===== src/rtl/deser_pkg.sv =====
// Package: shared helpers for the serial word deserializer.
// Assumes: callers pass the raw width code and the legal length limits.
package deser_pkg;

    // Map a raw width code to an effective word length in bits.
    function automatic int unsigned deser_eff_len(
        input int unsigned code,
        input int unsigned max_len,
        input int unsigned min_len
    );
        if (code == 0 || code > max_len) return max_len;
        if (code < min_len) return min_len;
        return code;
    endfunction

endpackage


===== src/rtl/deser_ctrl.sv =====
// Module: deser_ctrl
// Counts the bits of the current word down from the length latched at sync.
// Flags every enabled bit slot and the slot that carries the final bit.
// Assumes: sync is honoured only on enabled edges; a sync on a final-bit
// slot lets that word finish and starts the next one.
module deser_ctrl
    import deser_pkg::*;
#(
    parameter int DATA_W = 32,
    parameter int MIN_W  = 8,
    parameter int SEL_W  = 5,
    parameter int CNT_W  = $clog2(DATA_W + 1)
) (
    input  logic             clk,
    input  logic             rst_n,
    input  logic             clk_en,
    input  logic             sync_in,
    input  logic [SEL_W-1:0] width_sel,
    output logic             shift_en,
    output logic             word_done,
    output logic [CNT_W-1:0] cur_len,
    output logic [CNT_W-1:0] bits_left
);

    logic [CNT_W-1:0] cnt_q;
    logic [CNT_W-1:0] len_q;
    logic [CNT_W-1:0] dec_len;

    // Decode the width code into a bit count.
    assign dec_len = CNT_W'(deser_eff_len(32'(width_sel), DATA_W, MIN_W));

    // Reload on sync, otherwise count down while a word is active.
    always_ff @(posedge clk) begin
        if (!rst_n) begin
            cnt_q <= '0;
            len_q <= CNT_W'(DATA_W);
        end else if (clk_en) begin
            if (sync_in) begin
                cnt_q <= dec_len;
                len_q <= dec_len;
            end else if (cnt_q != '0) begin
                cnt_q <= cnt_q - CNT_W'(1);
            end
        end
    end

    // Bit slot strobes for the datapath.
    always_comb begin
        shift_en  = clk_en && (cnt_q != '0);
        word_done = shift_en && (cnt_q == CNT_W'(1));
    end

    assign cur_len   = len_q;
    assign bits_left = cnt_q;

endmodule


===== src/rtl/deser_shift.sv =====
// Module: deser_shift
// Shift register that takes one serial bit per enabled slot, MSB first.
// Exposes the value it will hold after the current slot, so that the final
// bit can be transferred at the same edge.
// Assumes: stale upper bits are discarded downstream by justification.
module deser_shift #(
    parameter int DATA_W = 32
) (
    input  logic              clk,
    input  logic              rst_n,
    input  logic              shift_en,
    input  logic              din,
    output logic [DATA_W-1:0] next_word
);

    logic [DATA_W-1:0] sr_q;

    // Next contents with the incoming bit appended at the low end.
    assign next_word = {sr_q[DATA_W-2:0], din};

    // Advance the register on each bit slot.
    always_ff @(posedge clk) begin
        if (!rst_n)        sr_q <= '0;
        else if (shift_en) sr_q <= next_word;
    end

endmodule


===== src/rtl/deser_hold.sv =====
// Module: deser_hold
// Left-justifies a finished word of cur_len bits with a logarithmic shifter,
// which zeroes the vacated low bits, and loads it into the holding register
// with a one-cycle strobe.
// Assumes: len lies between the minimum word width and DATA_W.
module deser_hold #(
    parameter int DATA_W = 32,
    parameter int CNT_W  = $clog2(DATA_W + 1)
) (
    input  logic              clk,
    input  logic              rst_n,
    input  logic              load,
    input  logic [DATA_W-1:0] word_in,
    input  logic [CNT_W-1:0]  len,
    output logic [DATA_W-1:0] hold_q,
    output logic              valid_q
);

    logic [CNT_W-1:0]  shamt;
    logic [DATA_W-1:0] stage [0:CNT_W];

    // Distance to move the word so that its first bit reaches the MSB.
    assign shamt    = CNT_W'(DATA_W) - len;
    assign stage[0] = word_in;

    // One shifter stage per bit of the shift amount.
    for (genvar s = 0; s < CNT_W; s++) begin : g_stage
        assign stage[s+1] = shamt[s] ? (stage[s] << (2 ** s)) : stage[s];
    end

    // Capture the justified word and pulse the strobe.
    always_ff @(posedge clk) begin
        if (!rst_n) begin
            hold_q  <= '0;
            valid_q <= 1'b0;
        end else begin
            valid_q <= load;
            if (load) hold_q <= stage[CNT_W];
        end
    end

endmodule


===== src/rtl/serial_word_deser.sv =====
// Module: serial_word_deser (top)
// Assembles sync-framed serial words of programmable width into a 32-bit
// left-justified holding register with a one-cycle valid strobe.
// Assumes: a single clock domain; the upstream source aligns sync and data
// with clk_en.
module serial_word_deser #(
    parameter int DATA_W = 32,
    parameter int MIN_W  = 8,
    parameter int SEL_W  = 5
) (
    input  logic              clk,
    input  logic              rst_n,
    input  logic              clk_en,
    input  logic              ser_din,
    input  logic              ser_sync,
    input  logic [SEL_W-1:0]  word_width,
    output logic [DATA_W-1:0] hold_word,
    output logic              word_valid
);

    localparam int CNT_W = $clog2(DATA_W + 1);

    logic              shift_en;
    logic              word_done;
    logic [CNT_W-1:0]  cur_len;
    logic [CNT_W-1:0]  bits_left;
    logic [DATA_W-1:0] next_word;

    deser_ctrl #(
        .DATA_W (DATA_W),
        .MIN_W  (MIN_W),
        .SEL_W  (SEL_W),
        .CNT_W  (CNT_W)
    ) i_ctrl (
        .clk       (clk),
        .rst_n     (rst_n),
        .clk_en    (clk_en),
        .sync_in   (ser_sync),
        .width_sel (word_width),
        .shift_en  (shift_en),
        .word_done (word_done),
        .cur_len   (cur_len),
        .bits_left (bits_left)
    );

    deser_shift #(
        .DATA_W (DATA_W)
    ) i_shift (
        .clk       (clk),
        .rst_n     (rst_n),
        .shift_en  (shift_en),
        .din       (ser_din),
        .next_word (next_word)
    );

    deser_hold #(
        .DATA_W (DATA_W),
        .CNT_W  (CNT_W)
    ) i_hold (
        .clk     (clk),
        .rst_n   (rst_n),
        .load    (word_done),
        .word_in (next_word),
        .len     (cur_len),
        .hold_q  (hold_word),
        .valid_q (word_valid)
    );

endmodule


===== config.mk =====
export PLATFORM = sky130hd
export DESIGN_NAME = serial_word_deser
export DESIGN_NICKNAME = d
export VERILOG_FILES = /design/src/rtl/deser_pkg.sv /design/src/rtl/deser_ctrl.sv /design/src/rtl/deser_shift.sv /design/src/rtl/deser_hold.sv /design/src/rtl/serial_word_deser.sv
export SDC_FILE = /design/constraint.sdc
export NUM_CORES = 1
export LEC_CHECK = 0
export BUFFER_PORTS_ARGS = -buffer_cell sky130_fd_sc_hd__buf_4
export CAP_MARGIN = 15
export CORE_AREA = 2 2 95 97
export CTS_CLUSTER_SIZE = 30
export DETAILED_ROUTE_END_ITERATION = 12
export DIE_AREA = 0 0 97 99
export PLACE_DENSITY = 0.86
export SYNTH_ARGS = -nofsm -noshare
export SYNTH_HDL_FRONTEND = slang
export SYNTH_SLANG_ARGS = --single-unit

===== constraint.sdc =====
create_clock -name clk -period 3.1 [get_ports clk]
set_input_delay 0.155 -clock clk [delete_from_list [all_inputs] [get_ports clk]]
set_output_delay 0.155 -clock clk [all_outputs]
set_load 0.01 [all_outputs]

==> results of run 1 <==
-- worst max path at each step --
| stage | cells past startpoint | endpoint | slack [ns] |
|---|---|---|---|
| 2_1_floorplan | 9 | i_hold.hold_q[20] | 0.23 |
| 3_3_place_gp | 8 | i_hold.hold_q[10] | 0.41 |
| 3_5_place_dp | 8 | i_hold.hold_q[10] | 0.33 |
| 4_1_cts | 8 | i_hold.hold_q[10] | 0.29 |
| 5_1_grt | 8 | i_hold.hold_q[31] | 0.15 |
| 6_report | 8 | i_hold.hold_q[10] | 0.31 |
-- routing by layer --
layer	up-vias	share of wire, %	global-route usage, %
met5	-	0	0
met4	0	1.8	9.967
met3	26	8.3	3.759
met2	229	47	38.46
met1	1986	43	34.76
li1	1933	-	-
-- worst register-to-register path, stage by stage, from the launching register on --
cell     delay (ns)
dfxtp_1        0.43
inv_1          0.07
ha_2           0.62
buf_4          0.31
mux2_2         0.35
mux4_2         0.49
and2_1         0.17
o21ai_0        0.15
a21oi_1        0.09
-- logic make-up after synthesis --
| kind of cell | Yosys count |
|---|---|
| flip-flops | 76 |
| buffers and inverters | 49 |
| adder cells (fa/ha/maj) | 4 |
| XOR/XNOR | 3 |
| multiplexers | 70 |
| AO/OA/AOI/OAI | 122 |
| AND/OR/NAND/NOR | 185 |
-- cell usage in the layout, fill, tap and decap left out, drive strengths merged, types with 4 or more instances in the layout --
master and count:
buf 60, mux2i 20, a21oi 60, clkbuf 9, nor2 22, o211ai 14
and3 5, mux2 16, o21ai 6, a22oi 16, nor3 5, nand3 13
a32oi 6, inv 9, ha 4, nor4 4, nand2 113, dfxtp 76
mux4 34, nand2b 4, nand4 5
-- per-stage QoR --
stage                     setup slack (ns)  instance area (um2)
final                               0.3100                 5288
after global routing                0.1544                 5288
after CTS                           0.2892                 5268
after detailed placement            0.3296                 5021
after global placement              0.4080                 5021
after floorplan                     0.2253                 4621
-- layout make-up --
class | instances | area [um2] | area share (%)
Clock inverter | 7 | 122.6 | 2.319
Clock buffer | 9 | 123.9 | 2.343
Tap cell | 108 | 135.1 | 2.556
Sequential cell | 76 | 1523 | 28.80
Multi-Input combinational cell | 384 | 2894 | 54.73
Timing Repair Buffer | 60 | 462.9 | 8.755
Inverter | 7 | 26.28 | 0.4969
-- power groups by stage --
| stage | logic [mW] | registers [mW] | clock network [mW] |
|---|---|---|---|
| after floorplan | 0.297 | 1.03 | 0 |
| after global placement | 0.374 | 1.04 | 0 |
| after detailed placement | 0.384 | 1.04 | 0 |
| after CTS | 0.387 | 1.02 | 0.944 |
| after global routing | 0.432 | 1.02 | 0.979 |
| final | 0.396 | 1.02 | 0.943 |
-- state kept, by name, summed over array words and instances, names as in the netlist --
signal,cells
i_hold.hold_q,32
i_shift.sr_q,31
i_ctrl.bits_left,6
i_ctrl.cur_len,6
i_hold.valid_q,1
==> flow_summary.toml, run 1 <==
[logic_synthesis]
synth_cell_type_count = 51
adder_cell_fraction_of_synth_area_pct = 1.083
synthesis.yosys.warnings = 0
synthTopCellsByCount = "nand2_1, dfxtp_1, a21oi_1, mux4_2"
synthCells = 509
synth_top_family_by_area = "multiplexers"
synthesis.nets = 523
postSynthAreaPerCell_um2 = 9.078
post-synth-top-count-cell = "nand2_1"
postSynth.asyncResetShare_pct = 0
synth.ff_latch_count = 76
post_synth_mux_area_share_pct = 25.13
synth_sequential_area_ratio_pct = 32.93
synth_area_leader_cell = "dfxtp_1"
synthDominantCellAreaShare_pct = 32.93
synth-compound-area-share_pct = 16.87
number_of_synthesized_flops_with_an_enable_pin = 0
post_synth_and_or_nand_nor_area_fraction_pct = 18.55
synth_flop_cell = "dfxtp_1"
synth_top_cells_by_area = "dfxtp_1, mux4_2, nand2_1"
synth_xor_xnor_area_share_pct = 0.5686
netlist_area_um2 = 4621

[detailed_routing]
routed_via_density = 6.412
drt_pass_1_iters = 5
remaining_drcs = 0
initialDrtViolationCount = 561
vias = 4174
ant_nets = 0
post_drt_wl_per_cell_um = 17.98
routed_wl_mm = 11.71

[floorplanning]
placeableCoreArea_um2 = 8551
dieWidth_um = 97
die_area_um2 = 9603
ios = 43
row_count = 34
die_h_um = 99
initial_core_util_pct = 54.04

[final_layout]
n_antenna_cell = 0
syn_to_final_growth_pct = 14.43
fin_cells = 651
post_route_cells_drive_above_1_share_pct = 25.60
final_core_utilization_pct = 61.84
layout.nets = 552
n_fill_cell = 675

[pwr]
p_switching_uw = 679.5
p_comb_share_pct = 16.8
p_leak_nw = 1.898
sw_share_pct = 28.83
finalPower_mw = 2.357
power.share.sequential_pct = 43.2
p_clk_share_pct = 40.0
cellInternalPower_mw = 1.677
peakVddDrop_v = 0.0001823
p_per_area_nw_per_um2 = 445.8

[clocking]
clock_tree_buf_depth = 2
cts_hold_repair.buffers = 0
clkLatencyLatePin_ns = 0.37
cts_tree = "done"
cts_buffers = 9
h-tree-depth = 3
postCtsSetupRepairBufs = 0
clockRootBuffer = "clkbuf_8"
clock_sink_count = 76
cts_resized = 0
clk_transition_reported_paths_ns = 0.09

[sta]
worst_case_clock_skew_ns = 0.01026
timing_max_transition_violations_final = 0
fin_crit_ns = 2.790
finalSetupTns_ns = 0
min_period_over_period_pct = 90.00
setup_repair_after_global_routing_missed_its_margin = "false"
max_freq_ghz = 0.3584
whs_ns = 0.02158
slew_headroom_pct = 57.94
setup_violations = 0
worst_slew_pin_slew_ns = 0.6303
finalHoldViolations = 0

[critical_path]
reg2reg_depth = 8
setup.worst_path.start = "i_ctrl.cur_len[1]"
cp-start-kind = "register"
worst-endpoint-required_ns = 3.35
r2r_end = "i_hold.hold_q[10]"
rrSetupSlack_ns = 0.31
critical-path-slowest-cell = "ha_2"
timing.critical_path.fanout_max = 18
crit_type = "reg2reg"
timing.critical_path.to_type = "register"
worst_r2r_startpoint = "i_ctrl.cur_len[1]"
worstPathBufferInverterCount = 2
cp_delay_by_family_top = "multiplexers"
path_cells = "inv_1 -> ha_2 -> buf_4 -> mux2_2 -> mux4_2 -> and2_1 -> o21ai_0 -> a21oi_1"
delay_contributed_by_the_slowest_stage_of_the_critical_path_ns = 0.62
crit_arrival_ns = 3.04

[worst_hold_path]
worst_hold_startpoint = "rst_n"
hold_end = "i_ctrl.cur_len[5]"
holdCritPathClass = "in2reg"
hold_depth = 2

[global_route]
grt_antenna_before_repair = 0
grt_remaining_overflow = 0
grt.total_usage_pct = 24.69
grt_first_pass_wirelength_mm = 19.42
vias_in_the_first_global_route = 3821
grt_max_degree = 73

[status]
outcome = "finished, final reports clean"

[placement]
number_of_buffers_inserted_by_port_buffering = 42
placed_cells = 634
detail_placement_hpwl_mm = 8.095
gp_congestion = 0.9967

[job]
drv.max_cap_violation_count = 0
(Power assumes the default switching activity.)
==> run 2, diff against run 1 <==
- CORE_AREA: 2 2 95 97 -> 2 2 130 132
- DIE_AREA: 0 0 97 99 -> 0 0 132 134
- PLACE_DENSITY: 0.86 -> 0.58
- SKIP_LAST_GASP: unset -> 1
- SYNTH_HIERARCHICAL: unset -> 1
==> flow_summary.toml, run 2 <==
[logic_synthesis]
synthesis.nets = 504
synthesis.yosys.warnings = 6
synth_cell_type_count = 67
synthDominantCellAreaShare_pct = 31.54
post-synth-top-count-cell = "dfxtp_1"
netlist_area_um2 = 4823
number_of_synthesized_flops_with_an_enable_pin = 0
postSynth.asyncResetShare_pct = 0
postSynthAreaPerCell_um2 = 9.844
synth_sequential_area_ratio_pct = 31.54
synthTopCellsByCount = "dfxtp_1, mux2i_1, nand2_1, nor2b_1, nor2_1"
synth_top_cells_by_area = "dfxtp_1, mux2i_1, mux4_2"
synthCells = 490
synth_flop_cell = "dfxtp_1"
synth_area_leader_cell = "dfxtp_1"
synth.ff_latch_count = 76

[final_layout]
layout.nets = 539
syn_to_final_growth_pct = 15.85
post_route_cells_drive_above_1_share_pct = 21.70
largest_register_ff_count = 32
final_core_utilization_pct = 34.30
largest-register = "i_hold/hold_q"
fin_cells = 750
layout_commonest_cell = "dfxtp_1"
largest_registers_ranked_by_flip_flop_count = "i_hold/hold_q: 32 flops, i_shift/sr_q: 31 flops"
n_antenna_cell = 0
mostFrequentLayoutCells = "dfxtp_1, mux2i_1, nand2_1, buf_4, nor2b_1"

[critical_path]
worst_r2r_startpoint = "i_ctrl/bits_left[0]"
cp_delay_by_family_top = "simple AND/OR/NAND/NOR gates"
path_cells = "inv_1 -> ha_1 -> and2b_2 -> and3_1 -> nor3b_1 -> nand2_1 -> a21o_1 -> a21o_1 -> o221ai_1"
critPathMostFrequentCell = "a21o_1"
crit_type = "reg2reg"
rrSetupSlack_ns = 0.30
reg2reg_depth = 9
cp-start-kind = "register"
worst-endpoint-required_ns = 3.35
r2r_end = "i_hold/hold_q[24]"
critical-path-slowest-cell = "and3_1"
worstPathBufferInverterCount = 1
delay_contributed_by_the_slowest_stage_of_the_critical_path_ns = 0.42
timing.critical_path.to_type = "register"
timing.critical_path.fanout_max = 11
crit_arrival_ns = 3.05

[sta]
timing_max_transition_violations_final = 0
finalHoldViolations = 0
worst_case_clock_skew_ns = 0.007673
setup_repair_after_global_routing_missed_its_margin = "false"
worst_slew_pin_slew_ns = 0.6526
max_freq_ghz = 0.3577
min_period_over_period_pct = 90.17
finalSetupTns_ns = 0
fin_crit_ns = 2.795
slew_headroom_pct = 56.45
setup_violations = 0

[detailed_routing]
vias = 3886
initialDrtViolationCount = 283
routed_via_density = 5.181
drt_pass_1_iters = 4
ant_nets = 0
remaining_drcs = 0
routed_wl_mm = 12.06
post_drt_wl_per_cell_um = 16.08

[placement]
number_of_buffers_inserted_by_port_buffering = 42
gp_congestion = 0.9094
placed_cells = 734
detail_placement_hpwl_mm = 9.120

[floorplanning]
dieWidth_um = 132
row_count = 47
die_h_um = 134
ios = 43
placeableCoreArea_um2 = 16290
initial_core_util_pct = 29.61
die_area_um2 = 17690

[pwr]
p_comb_share_pct = 16.6
p_clk_share_pct = 41.5
cellInternalPower_mw = 1.722
sw_share_pct = 28.84
p_leak_nw = 1.975
p_per_area_nw_per_um2 = 433.0
peakVddDrop_v = 0.0002999
p_switching_uw = 697.9
power.share.sequential_pct = 41.9

[global_route]
grt_antenna_before_repair = 0
grt.total_usage_pct = 13.98
grt_first_pass_wirelength_mm = 19.95
grt_remaining_overflow = 0
grt_util_met3_pct = 2.797
grt.met1_usage_pct = 18.28
vias_in_the_first_global_route = 3781
global_route.peak_usage_layer = "met2"
use_met2_pct = 22.71
grt_max_degree = 48

[clocking]
cts_resized = 0
clockRootBuffer = "clkbuf_16"
cts_tree = "done"
clk_transition_reported_paths_ns = 0.07
clkLatencyLatePin_ns = 0.34
cts_hold_repair.buffers = 0
h-tree-depth = 3
postCtsSetupRepairBufs = 0
clock_tree_buf_depth = 2
clock_sink_count = 76
cts_buffers = 9

[worst_hold_path]
hold_depth = 3
hold_end = "i_ctrl/cur_len[1]"
holdCritPathClass = "in2reg"
worst_hold_startpoint = "word_width[1]"

[job]
drv.max_cap_violation_count = 0

[status]
outcome = "finished, final reports clean"
run 2: stage by stage:
| step | hold slack, ns | power [mW] | cell area [um2] | worst slack (ns) |
|---|---|---|---|---|
| 2_1_floorplan | 0.2312 | 1.375 | 4823 | 0.4308 |
| 3_3_place_gp | 0.4511 | 1.434 | 5304 | 0.3644 |
| 3_5_place_dp | 0.4605 | 1.437 | 5304 | 0.3062 |
| 4_1_cts | 0.1051 | 2.444 | 5588 | 0.2933 |
| 5_1_grt | 0.1265 | 2.523 | 5588 | 0.08094 |
| 6_report | 0.1123 | 2.420 | 5588 | 0.3047 |
run 2: worst min-delay path, delay by kind of cell:
kind,cells,cell delay (ns)
buffers and inverters,1,0.13
and+or+nand+nor,1,0.07
AOI/OAI and AO/OA,1,0.06
run 2: final cells by class:
cell class / count / area [um2]
Fill cell: 1670 / 10700
Sequential cell: 76 / 1523
Tap cell: 220 / 275.3
Multi-Input combinational cell: 372 / 3032
Clock inverter: 7 / 58.81
Inverter: 9 / 33.78
Clock buffer: 9 / 225.2
Timing Repair Buffer: 57 / 440.4
run 2: worst max path at each step:
stage                        start                end  slack (ns)  depth (start not counted)
2_1_floorplan    i_ctrl/cur_len[0]  i_hold/hold_q[31]        0.43                         10
3_3_place_gp   i_ctrl/bits_left[0]  i_hold/hold_q[31]        0.36                         10
3_5_place_dp   i_ctrl/bits_left[0]  i_hold/hold_q[13]        0.31                          9
4_1_cts        i_ctrl/bits_left[0]  i_hold/hold_q[13]        0.29                          9
5_1_grt        i_ctrl/bits_left[0]  i_hold/hold_q[28]        0.08                          9
6_report       i_ctrl/bits_left[0]  i_hold/hold_q[24]        0.30                          9
run 2: layer usage:
metal  routed length, um  part of all wire (%)
met1                5581                    46
met2                5704                    47
met3                 525                   4.4
met4                 250                   2.1
met5                   0                     0
run 2: logic make-up (layout without fill, tap and decap cells):
logic type,after synthesis,count (layout),synth area share (%)
buffers and inverters,42,82,5.836
and+or+nand+nor,170,170,18.18
AOI/OAI and AO/OA,97,97,15.15
muxes,97,97,26.98
adders and majority gates,4,4,1.038
DFF,76,76,31.54
xor gates and xnor gates,4,4,1.271
run 2: power by group through the flow:
stage / registers, mW / clock network, mW / logic, mW
finish: 1.01 / 1.00 / 0.402
global route: 1.02 / 1.07 / 0.437
CTS: 1.01 / 1.03 / 0.402
detailed placement: 1.04 / 0 / 0.401
global placement: 1.03 / 0 / 0.400
floorplan: 1.03 / 0 / 0.348
==> run 3, diff against run 2 <==
- REMOVE_ABC_BUFFERS: unset -> 1
==> flow_summary.toml, run 3 (synthesized netlist as in run 2, its figures left out) <==
[detailed_routing]
vias = 3961
initialDrtViolationCount = 313
ant_nets = 0
drt_pass_1_iters = 5
post_drt_wl_per_cell_um = 17.63
routed_wl_mm = 13.18
remaining_drcs = 0
routed_via_density = 5.295

[sta]
worst_case_clock_skew_ns = 0.008915
timing.final.ws_setup_ns = 0.2980
fin_crit_ns = 2.802
min_period_over_period_pct = 90.39
setup_repair_after_global_routing_missed_its_margin = "false"
timing_max_transition_violations_final = 0
slew_headroom_pct = 52.43
setup_violations = 0
finalHoldViolations = 0
worst_slew_pin_slew_ns = 0.7102
max_freq_ghz = 0.3569

[clocking]
cts_buffers = 9
postCtsSetupRepairBufs = 0
cts_tree = "done"
h-tree-depth = 3
clk_transition_reported_paths_ns = 0.06
cts_resized = 0
clock_sink_count = 76
clockRootBuffer = "clkbuf_16"
cts_hold_repair.buffers = 0
clock_tree_buf_depth = 2
clkLatencyLatePin_ns = 0.34

[floorplanning]
dieWidth_um = 132
ios = 43
die_h_um = 134
die_area_um2 = 17690
placeableCoreArea_um2 = 16290
initial_core_util_pct = 29.61
row_count = 47

[global_route]
grt_remaining_overflow = 0
grt_max_degree = 48
grt_first_pass_wirelength_mm = 21.74
vias_in_the_first_global_route = 3970
grt_antenna_before_repair = 0
grt.total_usage_pct = 15.45

[placement]
detailedPlace.worstSlack_ns = 0.3660
number_of_buffers_inserted_by_port_buffering = 42
placed_cells = 732
gp_congestion = 0.9367
post_dp_cell_area_um2 = 5289
detail_placement_hpwl_mm = 9.572

[final_layout]
n_fill_cell = 1673
sequential_cell_area_um2 = 1523
largest_registers_ranked_by_flip_flop_count = "i_hold/hold_q: 32 flops, i_shift/sr_q: 31 flops"
n_antenna_cell = 0
layout.nets = 537
fin_cells = 748
multi_input_area_um2 = 3032
mostFrequentLayoutCells = "dfxtp_1, mux2i_1, nand2_1, buf_4, nor2b_1"
layout_commonest_cell = "dfxtp_1"
largest-register = "i_hold/hold_q"
syn_to_final_growth_pct = 16.06
post-route-cell-area_um2 = 5598
post_route_cells_drive_above_1_share_pct = 21.40
largest_register_ff_count = 32

[critical_path]
crit_arrival_ns = 3.04
cp-start-kind = "register"
worst-endpoint-required_ns = 3.34
timing.critical_path.fanout_max = 37
reg2reg_depth = 8
timing.critical_path.to_type = "register"
crit_type = "reg2reg"

[status]
outcome = "finished, final reports clean"

[worst_hold_path]
holdCritPathClass = "in2reg"
hold_depth = 3

[job]
drv.max_cap_violation_count = 0

[pwr]
p_per_area_nw_per_um2 = 446.7
p_leak_nw = 1.969
peakVddDrop_v = 0.0002028
run 3: cell types whose count changed in the layout (fill, tap and decap cells not counted), sizes merged:
cell	before	now
buf	57	55
bufinv	0	1
clkbuf	9	10
clkinv	5	3
clkinvlp	1	3
inv	10	8
run 3: worst max-delay path, cell delays in order, from the launching register on:
cell     delay [ns]
dfxtp_2        0.43
inv_1          0.09
ha_1           0.33
buf_12         0.22
mux2i_1        0.40
mux2i_1        0.17
mux2i_1        0.54
o22ai_1        0.19
o31a_1         0.29
run 3: metrics by stage:
stage / total power [mW] / TNS (ns) / utilization [%] / hold slack, ns
after global placement: 1.431 / 0 / 32.47 / 0.4482
after detailed placement: 1.435 / 0 / 32.47 / 0.4546
final: 2.501 / 0 / 34.37 / 0.1001
after global routing: 2.609 / 0 / 34.37 / 0.1107
after floorplan: 1.329 / -44.76 / - / 0.2312
after CTS: 2.532 / 0 / 34.37 / 0.09467
run 3: final timing paths:
check	start	endpoint	slack, ns
hold reg to reg	i_hold/hold_q[31]	i_hold/hold_q[31]	0.46
hold / removal	word_width[2]	i_ctrl/cur_len[2]	0.10
setup / recovery	i_ctrl/cur_len[0]	i_hold/hold_q[20]	0.30
setup reg to reg	i_ctrl/cur_len[0]	i_hold/hold_q[20]	0.30
run 3: final cells by class:
type                       instances  share of cell area, %
multi-input combinational        372                  54.16
sequential                        76                  27.20
timing repair buffer              55                  7.599
tap                              220                  4.917
clock buffer                      10                  4.269
clock inverter                     6                  1.252
inverter                           9                 0.6035
run 3: where the power goes:
part           internal, mW  switching (mW)  total, mW  leakage, nW
registers             0.991          0.0231       1.01        0.614
logic                 0.169           0.232      0.401         1.21
clock network         0.651           0.435       1.09        0.142
run 3: routing by layer:
metal	vias to the layer above	share of wire [%]	global-route usage, %
met2	113	48	25.26
met5	-	0	0
li1	1895	-	-
met4	0	2.7	8.152
met1	1925	45	19.69
met3	28	4.5	2.457
